## src/rtl/itimer_pkg.sv

```systemverilog
package itimer_pkg;

  // One decoded bus access for the current cycle.
  typedef struct packed {
    logic       wr_timer;  // load count, ratio and enable
    logic       rd_timer;  // return count, clear flag, update enable
    logic       rd_flags;  // return flag word
    logic [1:0] ratio;     // prescale select carried by the address
    logic       irq_en;    // interrupt enable carried by the address
  } itimer_acc_t;

  localparam int RATIO_SEL_W = 2;
  localparam int RATIO_COUNT = 1 << RATIO_SEL_W;

endpackage

```

## src/rtl/itimer_decode.sv

```systemverilog
module itimer_decode
  import itimer_pkg::*;
#(
  parameter int ADDR_W = 5
) (
  input  logic              sel,
  input  logic              rsel,
  input  logic              rd_nwr,
  input  logic [ADDR_W-1:0] addr,
  output itimer_acc_t       acc
);

  logic io_sel;

  always_comb begin
    io_sel       = sel && rsel;
    acc.wr_timer = io_sel && !rd_nwr && addr[4] && addr[2];
    acc.rd_timer = io_sel && rd_nwr && addr[2] && !addr[0];
    acc.rd_flags = io_sel && rd_nwr && addr[2] && addr[0];
    acc.ratio    = addr[1:0];
    acc.irq_en   = addr[3];
  end

endmodule

```

## src/rtl/itimer_prescaler.sv

```systemverilog
module itimer_prescaler
  import itimer_pkg::*;
#(
  parameter int SH0 = 0,
  parameter int SH1 = 3,
  parameter int SH2 = 6,
  parameter int SH3 = 10,
  parameter int PRE_W = (SH3 > 0) ? SH3 : 1
) (
  input  logic                   clk,
  input  logic                   rst_n,
  input  logic                   restart,
  input  logic [RATIO_SEL_W-1:0] ratio,
  input  logic                   fast,
  output logic                   tick
);

  localparam int SHIFTS [RATIO_COUNT] = '{SH0, SH1, SH2, SH3};

  logic [PRE_W-1:0] limit [RATIO_COUNT];
  logic [PRE_W-1:0] pre_q;

  // Terminal count of each ratio: 2^shift - 1.
  for (genvar g = 0; g < RATIO_COUNT; g++) begin : g_limit
    assign limit[g] = PRE_W'((64'd1 << SHIFTS[g]) - 64'd1);
  end

  assign tick = fast || (pre_q == limit[ratio]);

  always_ff @(posedge clk) begin
    if (!rst_n)       pre_q <= '0;
    else if (restart) pre_q <= '0;
    else if (tick)    pre_q <= '0;
    else              pre_q <= pre_q + 1'b1;
  end

endmodule

```

## src/rtl/itimer_counter.sv

```systemverilog
module itimer_counter #(
  parameter int CNT_W = 8
) (
  input  logic             clk,
  input  logic             rst_n,
  input  logic             load,
  input  logic [CNT_W-1:0] load_val,
  input  logic             tick,
  input  logic             rd_clr,
  output logic [CNT_W-1:0] count,
  output logic             flag
);

  logic wrap;

  assign wrap = tick && (count == '0);

  always_ff @(posedge clk) begin
    if (!rst_n) begin
      count <= '1;
      flag  <= 1'b0;
    end else if (load) begin
      count <= load_val;
      flag  <= 1'b0;
    end else begin
      if (tick)        count <= count - 1'b1;
      if (wrap)        flag  <= 1'b1;   // a set in the same edge beats a read clear
      else if (rd_clr) flag  <= 1'b0;
    end
  end

endmodule

```

## src/rtl/itimer_top.sv

```systemverilog
module itimer_top
  import itimer_pkg::*;
#(
  parameter int CNT_W  = 8,
  parameter int ADDR_W = 5,
  parameter int SH0    = 0,
  parameter int SH1    = 3,
  parameter int SH2    = 6,
  parameter int SH3    = 10
) (
  input  logic              clk,
  input  logic              rst_n,
  input  logic              sel,
  input  logic              rsel,
  input  logic              rd_nwr,
  input  logic [ADDR_W-1:0] addr,
  input  logic [CNT_W-1:0]  wdata,
  output logic [CNT_W-1:0]  rdata,
  input  logic              edge_flag_in,
  output logic              irq_n
);

  itimer_acc_t            acc;
  logic [RATIO_SEL_W-1:0] ratio_q;
  logic                   ie_q;
  logic                   tick;
  logic [CNT_W-1:0]       count_q;
  logic                   flag_q;

  itimer_decode #(.ADDR_W(ADDR_W)) u_decode (
    .sel    (sel),
    .rsel   (rsel),
    .rd_nwr (rd_nwr),
    .addr   (addr),
    .acc    (acc)
  );

  always_ff @(posedge clk) begin
    if (!rst_n) begin
      ratio_q <= '1;
      ie_q    <= 1'b0;
    end else begin
      if (acc.wr_timer)                 ratio_q <= acc.ratio;
      if (acc.wr_timer || acc.rd_timer) ie_q    <= acc.irq_en;
    end
  end

  itimer_prescaler #(.SH0(SH0), .SH1(SH1), .SH2(SH2), .SH3(SH3)) u_pre (
    .clk     (clk),
    .rst_n   (rst_n),
    .restart (acc.wr_timer),
    .ratio   (ratio_q),
    .fast    (flag_q),
    .tick    (tick)
  );

  itimer_counter #(.CNT_W(CNT_W)) u_cnt (
    .clk      (clk),
    .rst_n    (rst_n),
    .load     (acc.wr_timer),
    .load_val (wdata),
    .tick     (tick && !acc.wr_timer),
    .rd_clr   (acc.rd_timer),
    .count    (count_q),
    .flag     (flag_q)
  );

  always_comb begin
    rdata = '0;
    if (acc.rd_timer)      rdata = count_q;
    else if (acc.rd_flags) rdata = {flag_q, edge_flag_in, {(CNT_W-2){1'b0}}};
  end

  assign irq_n = !(flag_q && ie_q);

endmodule

```

## config.mk

```make
export PLATFORM = sky130hd
export DESIGN_NAME = itimer_top
export DESIGN_NICKNAME = d
export VERILOG_FILES = /design/src/rtl/itimer_pkg.sv /design/src/rtl/itimer_decode.sv /design/src/rtl/itimer_prescaler.sv /design/src/rtl/itimer_counter.sv /design/src/rtl/itimer_top.sv
export SDC_FILE = /design/constraint.sdc
export NUM_CORES = 1
export LEC_CHECK = 0
export BUFFER_PORTS_ARGS = -buffer_cell sky130_fd_sc_hd__clkbuf_2
export CORE_MARGIN = 2
export CORE_UTILIZATION = 58
export DETAILED_ROUTE_END_ITERATION = 12
export GPL_ROUTABILITY_DRIVEN = 1
export PLACE_DENSITY_LB_ADDON = 0.1
export SLEW_MARGIN = 20
export SYNTH_ARGS = -nofsm -noshare
export SYNTH_HDL_FRONTEND = slang
export SYNTH_SLANG_ARGS = --single-unit
```

## constraint.sdc

```tcl
create_clock -name clk -period 4.06 [get_ports clk]
set_clock_uncertainty 0.1 [all_clocks]
set_input_delay 0.812 -clock clk [delete_from_list [all_inputs] [get_ports clk]]
set_output_delay 0.812 -clock clk [all_outputs]
set_load 0.02 [all_outputs]
```

# [Word-level counts from Yosys, hierarchy flattened]
# Cells that the tools add are included.
# W data, S select, Z words.
[word_totals] in_bits=19 register_bits=22 elab_cells=42 out_inout_bits=9
[op_classes] addsub=2 reduce_logical=22 n_eq_ne=1 muxes=9 n_bitwise=2 n_lt_le_gt_ge=1
[ops] op="$mux W8" count=4
[ops] op="$bmux W10 S2" count=1
[ops] op="$mux W10" count=2
[ops] op="$logic_and A1 B1 Y1" count=11
[ops] op="$add A10 B1 Y10 const B" count=1
[ops] op="$eq A10 B10 Y1" count=1
[ops] op="$logic_not A8 Y1" count=1
[ops] op="$sub A8 B1 Y8 const B" count=1
[ops] op="$logic_not A1 Y1" count=4
[ops] op="$reduce_bool A2 Y1" count=2
[ops] op="$ge A3 B3 Y1 const B" count=1
[ops] op="$not A2 Y3" count=1
[ops] op="$reduce_or A3 Y1" count=1
[ops] op="$logic_or A1 B1 Y1" count=2
[ops] op="$mux W1" count=2
[ops] op="$reduce_or A2 Y1" count=1
[ops] op="$not A1 Y1" count=1

# [Logic depth before layout (Yosys ltp)]
# Gate-level depths: netlist of run 1.
[logic_depth] depth_word=9 mapped_depth=8 mapped_depth_nobuf=6

# [Modules after synthesis]
# A second synthesis of run 1 with hierarchy kept.
[hier_totals] cells_unflattened=152 hier_area_um2=1272.5
[modules_own_cells] module="itimer_counter" seq_area_each_um2=180.2 area_per_inst_um2=520.5 cells_per_inst=61 instances=1
[modules_own_cells] module="itimer_prescaler" seq_area_each_um2=200.2 area_per_inst_um2=501.7 cells_per_inst=57 instances=1
[modules_own_cells] module="itimer_top" seq_area_each_um2=60.1 area_per_inst_um2=187.7 cells_per_inst=25 instances=1
[modules_own_cells] module="itimer_decode" seq_area_each_um2=0.0 area_per_inst_um2=62.6 cells_per_inst=9 instances=1

# [Least setup slack after synthesis of run 1]
# No wires, ideal clock.
[synth_timing] path_kind="input-to-output" start="in addr[2]" end="out rdata[0]" t_arrival_ps=1486 stages=2 required_time_ps=3148 path_buffers=0 slack_ps=1662 cell_sequence="nand4_1 nor3_1"
[synth_via] elab_chain_cells=3
[synth_lines] element="start, declared" line="itimer_top.sv:16" source="input logic [ADDR_W-1:0] addr,"
[synth_lines] element="$logic_and A1 B1 Y1 (2 in a row)" line="itimer_decode.sv:18" source="acc.rd_timer = io_sel && rd_nwr && addr[2] && !addr[0];"
[synth_lines] element="$mux W8" line="itimer_top.sv:70" source="if (acc.rd_timer) rdata = count_q;"
[synth_lines] element="end, declared" line="itimer_top.sv:18" source="output logic [CNT_W-1:0] rdata,"
# No other way between the ends.

# [Final worst setup path of run 1]
[layout_timing] start="in addr[2]" end="out rdata[2]"
# Same word-level chain as after synthesis.

==> key figures, run 1 <==
Logic synthesis
  • #FFs+latches synth: 22
  • Number of synthesized flops with an enable pin: 0
  • Most used DFF post-synth: dfxtp_1
  • Mapped Nets: 185
  • Sequential fraction of the synthesis area: 0.330
  • Library cells used by synthesis: 48
  • Yosys warns: 0
  • Synth top area share: 0.330
  • Synth cell count leaders: nor2_1 (28), dfxtp_1 (22), nand2_1 (14), nand3_1 (9)
  • Count leader, synth: nor2_1
  • Mapped cell area: 0.00134 mm2
  • Mapped Cells: 163
  • Area contributors post-synth: dfxtp_1 (33%), nor2_1 (7.9%), xor2_1 (4.6%)
  • Syn_area_per_cell: 8.19 um2
  • Async S/R FF share, synth: 0
  • Top cell type by total area after synthesis: dfxtp_1

Power
  • Sequential power share: 0.578
  • Comb pwr share: 0.114
  • Switch Pwr: 0.000105 W
  • Leak Pwr: 0.651 nW
  • Power density over the cells: 269 mW/mm2
  • Switching share of total power: 0.258
  • Internal power: 0.000301 W
  • Worst VDD drop: 0.244 mV
  • Clock power share: 0.308

Route
  • First-pass DRT Iterations: 4
  • DR WL/cell: 12.8 um
  • Vias per Instance: 5.67
  • Iter 0 DRT Violations: 16
  • Number of remaining DRC errors: 0
  • DR vias: 1225
  • Routed Antenna Nets: 0
  • DRT Wirelength: 2770 um

Critical path
  • Critical R2R Launch: ratio_q[1]
  • Crit Path Class: in -> out
  • Reg2reg end: u_pre.pre_q[6]
  • Capture point of the worst path: rdata[2]
  • Crit path from: addr[2]
  • Critical Path Sink Type: output port
  • Worst path most repeated cell: clkbuf_2
  • CP required: 3150 ps
  • Crit-path cells: clkbuf_2 > nand4_1 > nor2_1 > and2_1 > clkbuf_2
  • Setup slack, reg-to-reg: 1980 ps
  • Reg2Reg Depth: 6
  • Arrival time worst endpoint: 1840 ps
  • CP max stage delay: 370 ps
  • CP startpoint kind: input pin
  • Critical path's slowest cell: nor2_1
  • CP Max Fanout: 6

STA
  • Hold Fails Final Rpt: 0
  • Tmin final: 2760 ps
  • Fin worst setup slack: 1300 ps
  • RSZ-0062 raised after global routing: no
  • Relative slew slack: 0.621
  • Setup tns final: 0 ps
  • Final hold slack: 397 ps
  • Fin crit share: 0.679
  • # setup viols final: 0
  • Worst-margin pin slew: 569 ps
  • Max Freq: 363 MHz
  • Slew Viols, Final: 0

Floorplan
  • Initial Utilization: 0.609
  • Ports: 28
  • Site row count: 17
  • Die Area: 0.00270 mm2
  • Die height: 52.0 um
  • Core Area: 0.00219 mm2
  • DIE WIDTH: 52.0 um

Clock tree
  • Sink Count: 22
  • Clock Latency Late Sink: 320 ps
  • Root buf cell: clkbuf_4
  • Clock buffer depth: 2
  • Clk slew on worst S/H paths: 120 ps
  • H-tree Lvls: 1
  • CTS tree: built
  • CTS Hold Bufs: 0
  • CTS resizes: 0
  • Total CTS buffers: 3
  • Post-CTS setup buffers: 0

Cells and area
  • Seq. cell area: 440 um2
  • Fill cells: 185
  • Area of the multi-input gates: 848 um2
  • Proportion of layout cells with a drive suffix above 1: 0.239
  • Area growth from synthesis to layout: 12.8%
  • Antenna Cells: 0
  • Nets: 211

Placement
  • PortBufs: 27
  • HPWL after detailed placement: 2110 um
  • Dpl ws: 1310 ps
  • RePlAce Congestion: 0.871

Worst hold path
  • Worst hold path type: reg -> reg

Status
  • Outcome: complete, no violations

Flow run
  • Total of max-cap violations: 0

Global route
  • Vias in the first global route: 1082
  • Largest net degree at the start of global routing: 17
  • Grt ovf: 0
  • Initial antenna violation count: 0
  • Global-route wire length before repair: 4730 um
  • Tot GR Track Use: 0.233
==> cell usage in the layout (no fill, tap or decap), types with 2 or more instances in the layout <==
master    count
xnor2_1       3
nand3_1       9
dfxtp_1      22
nor2_1       28
clkbuf_4      3
a21oi_1       4
and2_1        4
nand4b_1      2
a211oi_1      2
mux2i_1       3
and3_1        2
nor2b_1       2
clkbuf_2     27
nor3_1        7
nand4_1       7
o21ai_0       7
ha_1          3
nand2_1      14
and4_1        3
xor2_1        7
inv_1         3
==> per-layer routing <==
layer | global-route usage | share of wire | up-vias
met3 | 0.0517 | 0.044 | 4
li1 | - | - | 629
met1 | 0.311 | 0.49 | 561
met5 | 0 | 0 | -
met4 | 0.0746 | 0.0098 | 0
met2 | 0.373 | 0.46 | 31
==> worst min path at each step <==
stage | start | end | slack (ps) | cells after the start
after floorplan | ie_q | ie_q | 340 | 2
after CTS | ie_q | ie_q | 400 | 2
after detailed placement | ie_q | ie_q | 380 | 2
after global routing | ie_q | ie_q | 420 | 2
after global placement | ie_q | ie_q | 350 | 2
final | ie_q | ie_q | 400 | 2
==> final cells by class <==
cell class / count / area share
multi-input combinational: 132 / 0.563
inverter: 3 / 0.00748
sequential: 22 / 0.292
tap: 28 / 0.0233
timing repair buffer: 27 / 0.0897
clock buffer: 4 / 0.0241
==> worst max-delay path: cells and delay by family <==
family,cells,cell delay [ps]
buffers and inverters,2,260
AND/OR/NAND/NOR,3,770
==> sequential cells by signal, indices dropped and copies added (netlist names) <==
name         flops
u_cnt.count      8
ratio_q          2
ie_q             1
u_cnt.flag       1
u_pre.pre_q     10
==> stage by stage <==
step | instances | power [W] | area, um2 | utilization
after global placement | 212 | 0.000282 | 1470 | 0.671
after detailed placement | 212 | 0.000285 | 1470 | 0.671
after CTS | 216 | 0.000408 | 1510 | 0.688
final | 216 | 0.000405 | 1510 | 0.688
after floorplan | 163 | 0.000268 | 1340 | -
after global routing | 216 | 0.000423 | 1510 | 0.688
==> power by group through the flow <==
| stage | Combinational, W | Clock [W] | Sequential (W) |
|---|---|---|---|
| 2_1_floorplan | 0.0000322 | 0 | 0.000236 |
| 3_3_place_gp | 0.0000438 | 0 | 0.000239 |
| 3_5_place_dp | 0.0000460 | 0 | 0.000239 |
| 4_1_cts | 0.0000461 | 0.000128 | 0.000234 |
| 5_1_grt | 0.0000509 | 0.000136 | 0.000236 |
| 6_report | 0.0000461 | 0.000125 | 0.000234 |
==> cells by family after synthesis <==
logic type,share of synthesized area
buffers and inverters,0.0347
xor gates and xnor gates,0.0656
adders and majority gates,0.0281
AOI/OAI and AO/OA,0.148
DFF,0.330
muxes,0.0309
and+or+nand+nor,0.363
Power figures use the tool's default switching activity.
==> run 2: changes to the inputs <==
--- a/config.mk
+++ b/config.mk
@@ -7,7 +7,7 @@
 export LEC_CHECK = 0
 export BUFFER_PORTS_ARGS = -buffer_cell sky130_fd_sc_hd__clkbuf_2
 export CORE_MARGIN = 2
-export CORE_UTILIZATION = 58
+export CORE_UTILIZATION = 48
 export DETAILED_ROUTE_END_ITERATION = 12
 export GPL_ROUTABILITY_DRIVEN = 1
 export PLACE_DENSITY_LB_ADDON = 0.1
==> constraint.sdc (replaced) <==
create_clock -name clk -period 2.4 [get_ports clk]
set_clock_uncertainty 0.1 [all_clocks]
set_input_delay 0.48 -clock clk [delete_from_list [all_inputs] [get_ports clk]]
set_output_delay 0.48 -clock clk [all_outputs]
set_load 0.02 [all_outputs]
==> key figures, run 2 (same netlist as run 1, synthesis figures left out) <==
Critical path
  • CP required: 1820 ps
  • Buffer and inverter count on the worst path: 2
  • Worst path most repeated cell: clkbuf_2
  • Crit-path cells: clkbuf_2 > nand4_1 > nor2_1 > and2_1 > clkbuf_2
  • Crit Path Class: in -> out
  • Critical Path Sink Type: output port
  • CP Max Fanout: 6
  • Arrival time worst endpoint: 1570 ps
  • Critical path's slowest cell: nor2_1
  • Kind of cell adding the most delay to the critical path: simple AND/OR/NAND/NOR gates
  • CP max stage delay: 410 ps
  • CP startpoint kind: input pin

Cells and area
  • Area of the multi-input gates: 848 um2
  • Final non-filler cell total: 222
  • Fin util: 0.572
  • Nets: 214
  • Max reg flops: 10
  • Area growth from synthesis to layout: 16.0%
  • Biggest regs: u_pre.pre_q: 10 flops, u_cnt.count: 8 flops, ratio_q: 2 flops
  • Proportion of layout cells with a drive suffix above 1: 0.251
  • Fill cells: 279
  • Antenna Cells: 0
  • Seq. cell area: 440 um2
  • Commonest non-fill, non-tap cell in the layout: nor2_1
  • Top reg by flops: u_pre.pre_q
  • Most frequent cells in the layout: nor2_1 (28), clkbuf_2 (27), dfxtp_1 (22)

Floorplan
  • Die height: 56.7 um
  • Ports: 28
  • DIE WIDTH: 56.7 um
  • Initial Utilization: 0.493
  • Core Area: 0.00271 mm2
  • Site row count: 19
  • Die Area: 0.00322 mm2

STA
  • Worst-margin pin slew: 431 ps
  • Fin worst setup slack: 253 ps
  • Hold Fails Final Rpt: 0
  • RSZ-0062 raised after global routing: no
  • Fin crit share: 0.895
  • Max Freq: 466 MHz
  • # setup viols final: 0
  • Relative slew slack: 0.711
  • Setup tns final: 0 ps
  • Tmin final: 2150 ps
  • Slew Viols, Final: 0

Clock tree
  • CTS Hold Bufs: 0
  • CTS resizes: 0
  • Clock Latency Late Sink: 310 ps
  • H-tree Lvls: 1
  • Sink Count: 22
  • Root buf cell: clkbuf_4
  • Clock buffer depth: 2
  • Post-CTS setup buffers: 0
  • Total CTS buffers: 3
  • Clk slew on worst S/H paths: 130 ps
  • CTS tree: built

Route
  • Iter 0 DRT Violations: 52
  • DR WL/cell: 14.0 um
  • Vias per Instance: 5.73
  • DRT Wirelength: 3110 um
  • First-pass DRT Iterations: 4
  • DR vias: 1272
  • Number of remaining DRC errors: 0
  • Routed Antenna Nets: 0

Global route
  • Initial antenna violation count: 0
  • Global-route wire length before repair: 5450 um
  • Vias in the first global route: 1256
  • Tot GR Track Use: 0.213
  • Largest net degree at the start of global routing: 14
  • Grt ovf: 0

Placement
  • RePlAce Congestion: 0.827
  • HPWL after detailed placement: 2400 um
  • Dpl ws: 231 ps
  • Placed cell count: 218
  • PortBufs: 27

Worst hold path
  • Worst hold path type: in -> reg

Status
  • Outcome: complete, no violations

Power
  • Worst VDD drop: 0.310 mV
  • Power density over the cells: 493 mW/mm2
  • Pwr Total: 0.000764 W
  • Leak Pwr: 0.672 nW

Flow run
  • Total of max-cap violations: 0
-- run 2: changes by cell type in the layout (fill, tap and decap cells not counted), sizes merged --
cell / change
buf: +3
bufinv: +1
clkbuf: -1
-- run 2: path summary, 6_finish.rpt --
path	from	to	slack [ps]	depth (start not counted)
min reg2reg	ie_q	ie_q	390	2
max	addr[2]	rdata[3]	250	5
min	wdata[0]	u_cnt.count[0]	280	3
max reg2reg	ratio_q[0]	u_pre.pre_q[2]	360	6
-- run 2: report_power, final --
group	switching [W]	internal, W
Clock	0.000118	0.000169
Combinational	0.0000408	0.0000383
Sequential	0.0000189	0.000378
-- run 2: layout make-up --
cell class                 count  share of cell area
clock inverter                 1              0.0194
multi-input combinational    132               0.548
tap                           31              0.0250
sequential                    22               0.284
inverter                       3             0.00727
clock buffer                   3              0.0145
timing repair buffer          30               0.102
-- run 2: through the flow --
stage | cell area [um2] | hold WS (ps)
6_report | 1550 | 277
5_1_grt | 1550 | 263
4_1_cts | 1550 | 264
3_5_place_dp | 1500 | 374
3_3_place_gp | 1500 | 357
2_1_floorplan | 1340 | 341
-- run 2: layer usage --
metal / GRT usage / part of all wire / wire [um] / vias to the layer above
met3: 0.0230 / 0.054 / 168 / 2
li1: - / - / - / 638
met2: 0.341 / 0.47 / 1460 / 31
met5: 0 / 0 / 0 / -
met4: 0.0797 / 0.0055 / 17 / 0
met1: 0.295 / 0.47 / 1470 / 601
-- run 2: tightest hold or removal path, cell delays in order --
cell and delay (ps):
clkbuf_2 80, nand2_1 50, o211ai_2 60
==> run 3: changes to the inputs <==
--- a/config.mk
+++ b/config.mk
@@ -11,6 +11,7 @@
 export DETAILED_ROUTE_END_ITERATION = 12
 export GPL_ROUTABILITY_DRIVEN = 1
 export PLACE_DENSITY_LB_ADDON = 0.1
+export SETUP_SLACK_MARGIN = 0.4
 export SLEW_MARGIN = 20
 export SYNTH_ARGS = -nofsm -noshare
 export SYNTH_HDL_FRONTEND = slang
==> key figures, run 3 (same netlist as run 1, synthesis figures left out) <==
Status
  • Outcome: complete, no violations

STA
  • Setup tns final: 0 ps
  • Final hold slack: 275 ps
  • # setup viols final: 0
  • Relative slew slack: 0.742
  • Max Freq: 516 MHz
  • Worst-margin pin slew: 387 ps
  • Slew Viols, Final: 0
  • RSZ-0062 raised after global routing: yes
  • Hold Fails Final Rpt: 0
  • Fin crit share: 0.808
  • Tmin final: 1940 ps

Critical path
  • CP Max Fanout: 6
  • Critical path's slowest cell: or4_4
  • Crit-path cells: or4_4 > o21ai_2 > nand3_4 > o21bai_4 > mux2_4 > o211ai_1
  • Buffer and inverter count on the worst path: 0
  • CP startpoint kind: flop
  • Total stage count of the critical path: 6
  • CP required: 2550 ps
  • Crit Path Class: reg -> reg
  • Reg2Reg Depth: 6
  • Kind of cell adding the most delay to the critical path: simple AND/OR/NAND/NOR gates
  • Arrival time worst endpoint: 2090 ps
  • Critical Path Sink Type: flop
  • CP max stage delay: 530 ps

Route
  • Vias per Instance: 5.77
  • Number of remaining DRC errors: 0
  • DRT Wirelength: 3170 um
  • First-pass DRT Iterations: 4
  • DR WL/cell: 14.1 um
  • Routed Antenna Nets: 0
  • Iter 0 DRT Violations: 51
  • DR vias: 1299

Floorplan
  • Core Area: 0.00271 mm2
  • Die Area: 0.00322 mm2
  • Initial Utilization: 0.493
  • Ports: 28
  • DIE WIDTH: 56.7 um
  • Site row count: 19
  • Die height: 56.7 um

Global route
  • GR peak layer: met2
  • Vias in the first global route: 1270
  • Met3 Usage GRT: 0.0230
  • Grt ovf: 0
  • Initial antenna violation count: 0
  • Tot GR Track Use: 0.215
  • Grt met2 use: 0.344
  • Global-route wire length before repair: 5500 um
  • Met1 usage: 0.298
  • Largest net degree at the start of global routing: 14

Clock tree
  • Total CTS buffers: 3
  • Clock Latency Late Sink: 310 ps
  • Clock buffer depth: 2
  • Sink Count: 22
  • Root buf cell: clkbuf_4
  • H-tree Lvls: 1
  • Clk slew on worst S/H paths: 130 ps
  • CTS tree: built

Power
  • Power density over the cells: 480 mW/mm2
  • Worst VDD drop: 0.312 mV
  • Leak Pwr: 0.687 nW

Cells and area
  • Proportion of layout cells with a drive suffix above 1: 0.294
  • Top reg by flops: u_pre.pre_q
  • Max reg flops: 10
  • Post-route cell area: 0.00160 mm2
  • Fin util: 0.589
  • Biggest regs: u_pre.pre_q: 10 flops, u_cnt.count: 8 flops, ratio_q: 2 flops
  • Most frequent cells in the layout: nor2_1 (27), clkbuf_2 (27), dfxtp_1 (20)
  • Antenna Cells: 0
  • Nets: 217
  • Fill cells: 273
  • Area growth from synthesis to layout: 19.6%

Flow run
  • Total of max-cap violations: 0

Placement
  • HPWL after detailed placement: 2400 um
  • Placed cell areas: 0.00150 mm2
  • RePlAce Congestion: 0.827
  • PortBufs: 27

Worst hold path
  • Worst hold path type: in -> reg
  • WHS Path Cells: 3
-- run 3: path summary, 6_finish.rpt --
path / slack (ps) / startpoint / to
hold / removal: 280 / addr[1] / ratio_q[1]
hold reg to reg: 380 / ie_q / ie_q
setup reg to reg: 460 / ratio_q[1] / u_cnt.count[1]
setup / recovery: 460 / ratio_q[1] / u_cnt.count[1]
-- run 3: stage by stage --
step | setup slack, ps | cells | power, W
3_3_place_gp | 328 | 218 | 0.000481
2_1_floorplan | 430 | 163 | 0.000454
4_1_cts | 414 | 225 | 0.000775
5_1_grt | 328 | 225 | 0.000802
6_report | 461 | 225 | 0.000766
3_5_place_dp | 231 | 218 | 0.000485
-- run 3: worst reg2reg max path, stage by stage, from the launching register on --
cell,delay [ps]
dfxtp_4,380
or4_4,530
o21ai_2,90
nand3_4,120
o21bai_4,190
mux2_4,320
o211ai_1,140
-- run 3: report_power, final --
part,total [W],switching [W],internal [W]
logic,0.0000820,0.0000416,0.0000404
registers,0.000397,0.0000189,0.000378
clock network,0.000287,0.000118,0.000169
-- run 3: cell type report --
| class | count | area (um2) | area share |
|---|---|---|---|
| repair buffers | 33 | 180 | 0.113 |
| clock buffers | 3 | 22.5 | 0.0141 |
| clock inverters | 1 | 30.0 | 0.0188 |
| inverters | 3 | 11.3 | 0.00705 |
| flip-flops and latches | 22 | 445 | 0.279 |
| well taps | 31 | 38.8 | 0.0243 |
| multi-input cells | 132 | 868 | 0.544 |
-- run 3: metal layers --
layer  part of all wire  vias to the layer above  wire length (um)
li1                   -                      646                 -
met1               0.47                      622              1490
met2               0.48                       29              1510
met3              0.047                        2               149
met4             0.0057                        0                18
met5                  0                        -                 0
-- run 3: what timing repair did --
item	4_1_cts	5_1_grt
gates resized for setup	4	4
hold buffers	0	0
setup endpoints to repair	15	16
buffers inserted	3	0
pin swaps	3	3
